File: src/rtl/spi_rb_pkg.sv
package spi_rb_pkg;
  localparam int AW        = 7;
  localparam int DW        = 8;
  localparam int DEPTH     = 1 << AW;
  localparam int BCW       = $clog2(DW);
  localparam int MODE_REG  = 0;
  localparam int MODE_BIT  = 6;

  typedef logic [AW-1:0]  addr_t;
  typedef logic [DW-1:0]  byte_t;
  typedef logic [BCW-1:0] bcnt_t;

  localparam addr_t ADDR_MAX = '1;
  localparam bcnt_t BCNT_LAST = '1;

  // Address for the next byte of a burst; holds at either limit.
  function automatic addr_t step_addr(addr_t a, logic up);
    if (up) return (a == ADDR_MAX) ? a : a + addr_t'(1);
    else    return (a == '0)       ? a : a - addr_t'(1);
  endfunction

  // Bit position of a data byte that goes out as the n-th bit on the line.
  function automatic bcnt_t line_bit(bcnt_t n, logic lsb_first);
    return lsb_first ? n : ~n;
  endfunction

  // Put a fresh line bit into the shift register for the active order.
  function automatic byte_t shift_in(byte_t sh, logic b, logic lsb_first);
    return lsb_first ? {b, sh[DW-1:1]} : {sh[DW-2:0], b};
  endfunction
endpackage

File: src/rtl/spi_rb_sync.sv
module spi_rb_sync #(
  parameter int STAGES = 2
) (
  input  logic clk,
  input  logic rst_n,
  input  logic sclk,
  input  logic csn,
  input  logic din,
  output logic sclk_rise,
  output logic sclk_fall,
  output logic cs_active,
  output logic din_s
);
  logic [STAGES-1:0] sclk_sr, csn_sr, din_sr;
  logic              sclk_prev;

  always_ff @(posedge clk or negedge rst_n) begin
    if (!rst_n) begin
      sclk_sr   <= '0;
      csn_sr    <= '1;
      din_sr    <= '0;
      sclk_prev <= 1'b0;
    end else begin
      sclk_sr   <= {sclk_sr[STAGES-2:0], sclk};
      csn_sr    <= {csn_sr[STAGES-2:0], csn};
      din_sr    <= {din_sr[STAGES-2:0], din};
      sclk_prev <= sclk_sr[STAGES-1];
    end
  end

  assign sclk_rise = sclk_sr[STAGES-1] & ~sclk_prev;
  assign sclk_fall = ~sclk_sr[STAGES-1] & sclk_prev;
  assign cs_active = ~csn_sr[STAGES-1];
  assign din_s     = din_sr[STAGES-1];
endmodule

File: src/rtl/spi_rb_regfile.sv
module spi_rb_regfile
  import spi_rb_pkg::*;
(
  input  logic  clk,
  input  logic  rst_n,
  input  logic  wr_en,
  input  addr_t wr_addr,
  input  byte_t wr_data,
  input  addr_t rd_addr,
  output byte_t rd_data,
  output logic  mode_lsb
);
  byte_t mem [DEPTH];

  always_ff @(posedge clk or negedge rst_n) begin
    if (!rst_n) begin
      for (int i = 0; i < DEPTH; i++) mem[i] <= '0;
    end else if (wr_en) begin
      mem[wr_addr] <= wr_data;
    end
  end

  assign rd_data  = mem[rd_addr];
  assign mode_lsb = mem[MODE_REG][MODE_BIT];
endmodule

File: src/rtl/spi_rb_ctl.sv
module spi_rb_ctl
  import spi_rb_pkg::*;
(
  input  logic  clk,
  input  logic  rst_n,
  input  logic  sclk_rise,
  input  logic  sclk_fall,
  input  logic  cs_active,
  input  logic  din_s,
  input  logic  mode_lsb,
  input  byte_t rd_data,
  output logic  wr_en,
  output byte_t wr_data,
  output addr_t addr,
  output logic  dout,
  output logic  doe,
  output logic  byte_done,
  output logic  data_phase,
  output logic  lsb_xfer
);
  byte_t sh;
  byte_t sh_next;
  bcnt_t bit_cnt;
  logic  rd_flag;

  assign sh_next   = shift_in(sh, din_s, lsb_xfer);
  assign byte_done = cs_active & sclk_rise & (bit_cnt == BCNT_LAST);
  assign wr_en     = byte_done & data_phase & ~rd_flag;
  assign wr_data   = sh_next;
  assign doe       = cs_active & data_phase & rd_flag;

  always_ff @(posedge clk or negedge rst_n) begin
    if (!rst_n) begin
      sh         <= '0;
      bit_cnt    <= '0;
      data_phase <= 1'b0;
      rd_flag    <= 1'b0;
      addr       <= '0;
      lsb_xfer   <= 1'b0;
      dout       <= 1'b0;
    end else if (!cs_active) begin
      bit_cnt    <= '0;
      data_phase <= 1'b0;
      rd_flag    <= 1'b0;
      lsb_xfer   <= mode_lsb;
      dout       <= 1'b0;
    end else begin
      if (sclk_rise) begin
        sh      <= sh_next;
        bit_cnt <= bit_cnt + bcnt_t'(1);
        if (bit_cnt == BCNT_LAST) begin
          if (!data_phase) begin
            data_phase <= 1'b1;
            rd_flag    <= sh_next[DW-1];
            addr       <= sh_next[AW-1:0];
          end else begin
            addr <= step_addr(addr, lsb_xfer);
          end
        end
      end
      if (sclk_fall && data_phase && rd_flag)
        dout <= rd_data[line_bit(bit_cnt, lsb_xfer)];
    end
  end
endmodule

File: src/rtl/spi_rb_slave.sv
module spi_rb_slave #(
  parameter int SYNC_STAGES = 2
) (
  input  logic clk,
  input  logic rst_n,
  input  logic spi_sclk,
  input  logic spi_csn,
  input  logic spi_din,
  output logic spi_dout,
  output logic spi_doe
);
  import spi_rb_pkg::*;

  logic  sclk_rise, sclk_fall, cs_active, din_s;
  logic  wr_en, mode_lsb, byte_done, data_phase, lsb_xfer;
  byte_t wr_data, rd_data;
  addr_t addr;

  spi_rb_sync #(.STAGES(SYNC_STAGES)) u_sync (
    .clk(clk), .rst_n(rst_n), .sclk(spi_sclk), .csn(spi_csn), .din(spi_din),
    .sclk_rise(sclk_rise), .sclk_fall(sclk_fall), .cs_active(cs_active), .din_s(din_s)
  );

  spi_rb_ctl u_ctl (
    .clk(clk), .rst_n(rst_n), .sclk_rise(sclk_rise), .sclk_fall(sclk_fall),
    .cs_active(cs_active), .din_s(din_s), .mode_lsb(mode_lsb), .rd_data(rd_data),
    .wr_en(wr_en), .wr_data(wr_data), .addr(addr), .dout(spi_dout), .doe(spi_doe),
    .byte_done(byte_done), .data_phase(data_phase), .lsb_xfer(lsb_xfer)
  );

  spi_rb_regfile u_regs (
    .clk(clk), .rst_n(rst_n), .wr_en(wr_en), .wr_addr(addr), .wr_data(wr_data),
    .rd_addr(addr), .rd_data(rd_data), .mode_lsb(mode_lsb)
  );
endmodule

File: config.mk
export PLATFORM = sky130hd
export DESIGN_NAME = spi_rb_slave
export DESIGN_NICKNAME = d
export VERILOG_FILES = /design/src/rtl/spi_rb_pkg.sv /design/src/rtl/spi_rb_sync.sv /design/src/rtl/spi_rb_regfile.sv /design/src/rtl/spi_rb_ctl.sv /design/src/rtl/spi_rb_slave.sv
export SDC_FILE = /design/constraint.sdc
export NUM_CORES = 2
export LEC_CHECK = 0
export BUFFER_PORTS_ARGS = -buffer_cell sky130_fd_sc_hd__buf_2
export CAP_MARGIN = 10
export CORE_ASPECT_RATIO = 0.6
export CORE_MARGIN = 5
export CORE_UTILIZATION = 35
export DETAILED_ROUTE_END_ITERATION = 12
export PLACE_DENSITY_LB_ADDON = 0.25
export SLEW_MARGIN = 20
export SYNTH_ARGS = -nofsm -noshare
export SYNTH_HDL_FRONTEND = slang
export SYNTH_SLANG_ARGS = --single-unit
File: constraint.sdc
create_clock -name clk -period 8.1 [get_ports clk]
set_input_delay 1.62 -clock clk [delete_from_list [all_inputs] [get_ports clk]]
set_output_delay 1.62 -clock clk [all_outputs]
set_load 0.02 [all_outputs]
### After elaboration in Yosys (flattened, before gate mapping)

Cells that the tools add are included.

* register bits after elaboration: 1053
* bits in latches: 0
* RAM bits: 0
* bits in read-only memories: 0
* input port bits: 5
* output and inout port bits: 2
* logic and storage cells: 200
* memories: 0

* add/sub/neg operators: 3
* multipliers: 0
* divide/modulo/power cells: 0
* magnitude comparators: 3
* equal/unequal tests: 5
* shifts and indexed selects: 0
* muxes and demuxes: 25
* bitwise gates (word level): 14
* reductions and logical operators: 11

Operator list (number)
* $bwmux W1024: 1
* $bmux W8 S7: 1
* $demux W8 S7: 1
* $mux W8: 4
* $mux W7: 4
* $mux W1: 10
* $mux W3: 3
* $and A1 B1 Y1: 8
* $ge A8 B8 Y1 const B: 1
* $lt A8 B1 Y1 const B: 1
* $not A7 Y8: 1
* $add A7 B1 Y7 const B: 1
* $eq A7 B7 Y1 const B: 1
* $logic_not A7 Y1: 1
* $sub A7 B1 Y7 const B: 1
* $ne A3 B3 Y1 const B: 2
* $reduce_bool A2 Y1: 3
* $reduce_and A5 Y1: 1
* $lt A3 B4 Y1 const B: 1
* $not A1 Y1: 4
* $reduce_and A2 Y1: 2
* $add A3 B1 Y3 const B: 1
* $bmux W1 S3: 1
* $eq A3 B3 Y1 const B: 1
* other kinds (4): 6

### Logic depth before layout (Yosys ltp)

* depth after elaboration: 8
* mapped depth: 14
* mapped depth without buffers: 10

### Hierarchy

Synthesis repeated with hierarchy kept, for this count alone.

* cells, all modules: 2954
* area, all modules: 48216.2 µm²

Modules (own cells, without submodules)
* spi_rb_regfile: times used 1, cells each 2782, area each 46464.6 µm², sequential area each 25624.6 µm²
* spi_rb_ctl: times used 1, cells each 162, area each 1555.2 µm², sequential area each 550.5 µm²
* spi_rb_sync: times used 1, cells each 10, area each 196.4 µm², sequential area each 177.7 µm²

### Least setup slack after synthesis

Ideal clock, no wire load.

* kind: register to register
* start: reg u_ctl.lsb_xfer
* end: reg u_ctl.addr[6]
* library setup time: 135 ps
* data arrival time: 2698 ps
* required time: 7965 ps
* slack: 5266 ps
* cell stages (with the launch flop): 13
* path buffers: 2
* clock period less this slack: 2834 ps
* cells stage by stage: dfrtp_1 -> clkbuf_1 -> buf_1 -> inv_1 -> fa_1 -> a21o_1 -> a21oi_1 -> o21bai_1 -> a21oi_1 -> xnor2_1 -> nor2_1 -> o21ai_0 -> o21ai_0

* cells in the longest elaborated chain, start to end: 2
* elaborated cells on any way between the ends: 6
* classes of those cells: 2 x eq/ne; 3 x mux; 1 x reduce/logical

Ends and longest elaborated chain
* from (decl): line spi_rb_ctl.sv:19 `output logic lsb_xfer`
* from (signal assigned): line spi_rb_ctl.sv:45 `lsb_xfer <= mode_lsb;`
* $ne A3 B3 Y1 (no source line), or another cell as far along
* $reduce_and A5 Y1 (no source line) / $mux W7 (equally long branches)
* to (signal assigned): line spi_rb_ctl.sv:55 `addr <= sh_next[AW-1:0];`
* to (signal assigned): line spi_rb_ctl.sv:57 `addr <= step_addr(addr, lsb_xfer);`
* to (decl): line spi_rb_ctl.sv:14 `output addr_t addr,`

Several ways; a longest one is shown, not always the timed one.
A chain may end at the register's enable or synchronous reset.

### Final worst setup path

* start: reg u_ctl.addr[1]
* end: reg u_ctl.dout

* cells in the longest elaborated chain, start to end: 8

Ends and longest elaborated chain
* $not A7 Y8 (implied by the code): line spi_rb_regfile.sv:23 `assign rd_data = mem[rd_addr];`
* $bmux W8 S7: line spi_rb_regfile.sv:23
* $mux W8 (implied by the code) (2 in series): line spi_rb_regfile.sv:23
* $bmux W1 S3: line spi_rb_ctl.sv:62 `dout <= rd_data[line_bit(bit_cnt, lsb_xfer)];`
* $mux W1 (implied by the code): line spi_rb_ctl.sv:62
* $mux W1: line spi_rb_ctl.sv:61 `if (sclk_fall && data_phase && rd_flag)`
* $mux W1: line spi_rb_ctl.sv:41 `end else if (!cs_active) begin`
* to (signal assigned): line spi_rb_ctl.sv:62
* to (decl): line spi_rb_ctl.sv:15 `output logic dout,`

Every way passes these cells. The select of a mux whose other input is x is not followed.

==> results.cfg <==
[status]
status = finished clean

[synth]
ys.flop_type = dfrtp_1
syn-num-nets = 4742
synth_area_um2 = 46600
yosysMostFrequentCell = nand2_1
ys_ff_latch = 1053
synth_edf_count = 0
yosys-top-cells-count = nand2_1, o21ai_0, dfrtp_1, clkbuf_1, mux2i_1
synth_area_per_cell_um2 = 9.86
yosysWarnings = 0
synthTopCellsByArea = dfrtp_1, o21ai_0, nand2_1
synthCells = 4729
synth_top_area_share_pct = 56.4
yosysSeqAreaShare_pct = 56.5
async_reset_ff_share_pct = 100
ys_types = 78
yosys.area.top_type = dfrtp_1

[timing]
period_needed_ps = 4760
max_slew.worst_pin.slew_ps = 1210
setup_slack_ps = 3340
fin_worst_skew_ps = 20.1
drv_slew = 0
slew_headroom_pct = 19.1
rsz0062_at_grt = no
setup_viol = 0
fin_crit_sh_pct = 58.7
max_freq_mhz = 210
finalSetupTns_ps = 0
hold_violations = 0

[detailed_routing]
drc = 0
ant_nets = 0
viasPerCell = 5.66
first_pass_iters = 6
drt-total-wl_um = 165000
drt-initial-drc-count = 3999
wl_per_cell_um = 26.0
num_vias = 36080

[power]
power_density_nw_per_um2 = 206
power_mw = 10.5
p_leak_nw = 21.7
vdd_drop_max_mv = 0.176

[critical_path]
critPathRequiredTime_ps = 8670
crit_fanout = 44
worstRegToRegCells = 10
cp.arrival_ps = 5320
endpoint_kind = flip-flop
critical_path.startpoint_type = flip-flop
crit_path_start = u_ctl.addr[1]$_DFFE_PN0P_
crit_type = reg2reg
r2r_start = u_ctl.addr[1]$_DFFE_PN0P_

[floorplan]
rows = 103
start_util_pct = 35.3
core-area_um2 = 132000
io_pins = 7
die-width_um = 481
die_h_um = 293
dieArea_um2 = 141000

[min_path]
holdCritStartpoint = u_sync.din_sr[0]$_DFF_PN0_
whs_path_depth = 0
hold_path_class = reg2reg

[clock_tree]
cts.hold.buffers_added = 0
cts-buffers-inserted = 95
cts_setup_buffers = 0
cts_tree = built
cts.clk_slew.worst_paths_ps = 70
cts-resized-gates = 0
clk_latency_ps = 720
htreeDepth = 3
root_buffer = clkbuf_16
clock-sinks = 1053
clockBufferDepth = 3

[final_layout]
fin_util_pct = 38.7
drive_gt1_share_pct = 9.56
final_nets = 4520
final-instance-count-excl-fill = 6369
area_growth_syn_to_layout_pct = 9.46

[global_routing]
grt_usage_pct = 23.2
grt_first_pass_wirelength_um = 244000
overflow = 0
antenna_found_initial = 4
grt_util_met2_pct = 30.9
grt_max_degree = 163
grt_pass1_vias = 33752
busiest_layer = met1
use_met1_pct = 36.0
met3_usage_pct = 7.40

[place]
dp_worst_setup_slack_ps = 3570
place_hpwl_um = 102000
gp_congestion = 0.976
place_inst = 6194
port_buffers = 6

[flow_run]
max_cap_viol_count = 0
path summary, 6_finish.rpt:
path / slack [ps] / endpoint
setup reg to reg: 3340 / u_ctl.dout$_DFFE_PN0P_
hold reg to reg: 360 / u_sync.din_sr[1]$_DFF_PN0_
max in group asynchronous: 5620 / u_regs.mem[316]$_DFFE_PN0P_
setup / recovery: 3340 / u_ctl.dout$_DFFE_PN0P_
min in group asynchronous: 910 / u_regs.mem[179]$_DFFE_PN0P_
hold / removal: 360 / u_sync.din_sr[1]$_DFF_PN0_
sequential cells by signal, summed over array words and instances, names as in the netlist:
signal and cells:
u_regs.mode_lsb 1, u_ctl.data_phase 1, u_sync.sclk_prev 1, u_regs.mem 1023, u_ctl.lsb_xfer 1, u_ctl.bit_cnt 3
u_ctl.rd_flag 1, u_ctl.sh 8, u_sync.din_sr 2, u_ctl.dout 1, u_sync.sclk_sr 2, u_sync.csn_sr 2
u_ctl.addr 7
critical path: stages (launching register included):
cell	delay, ps
dfrtp_4	950
buf_4	600
or2_2	400
o21ai_0	150
a31oi_1	420
o211ai_1	230
a311oi_1	1060
o2111ai_1	230
o311a_1	190
o31ai_1	210
a31oi_1	70
stage by stage:
| step | cell area (um2) | hold slack, ps |
|---|---|---|
| after floorplan | 46600 | 331 |
| after CTS | 51000 | 356 |
| after global placement | 47900 | 337 |
| after global routing | 51100 | 367 |
| final | 51100 | 356 |
| after detailed placement | 47900 | 341 |
layout make-up:
class | count | area [um2]
multi-input cells | 3256 | 18500
fillers | 13164 | 80900
clock inverters | 32 | 347
inverters | 10 | 42.5
clock buffers | 140 | 2760
flip-flops and latches | 1053 | 26400
well taps | 1785 | 2230
diodes | 2 | 5.00
repair buffers | 91 | 788
where the power goes:
part / internal, mW / switching, mW
registers: 5.27 / 0.0187
clock network: 2.53 / 2.13
logic: 0.0577 / 0.544
logic make-up (layout without fill, tap and decap cells):
family,Yosys count,in the layout,synth area share (%)
AO/OA/AOI/OAI,1563,1563,19.3
XOR/XNOR,9,9,0.169
adder cells (fa/ha/maj),8,8,0.231
buffers and inverters,420,273,4.31
flip-flops,1053,1053,56.5
multiplexers,259,259,7.51
other,0,2,0
AND/OR/NAND/NOR,1417,1417,12.0
cell usage in the layout, fill, tap and decap left out, drive strengths merged, types with 7 or more instances in the layout:
master,instances
buf,91
a221o,27
mux2i,116
ha,7
a21oi,98
a22oi,85
nand2,1234
nor2b,15
dfrtp,1051
o2bb2ai,9
nand4,9
mux2,78
o211ai,15
a311oi,8
nand3,22
nor2,90
a221oi,90
inv,12
a21o,7
clkinv,23
clkbuf,140
o221ai,8
a22o,20
o21ai,1104
nor3,13
a211oi,17
a31oi,22
mux4,65
o22ai,14
metal layers:
metal,vias to the layer above,share of wire [%]
li1,16100,-
met1,18128,47
met2,1581,39
met3,265,11
met4,6,2.4
met5,-,0.097
Power figures use the tool's default switching activity.
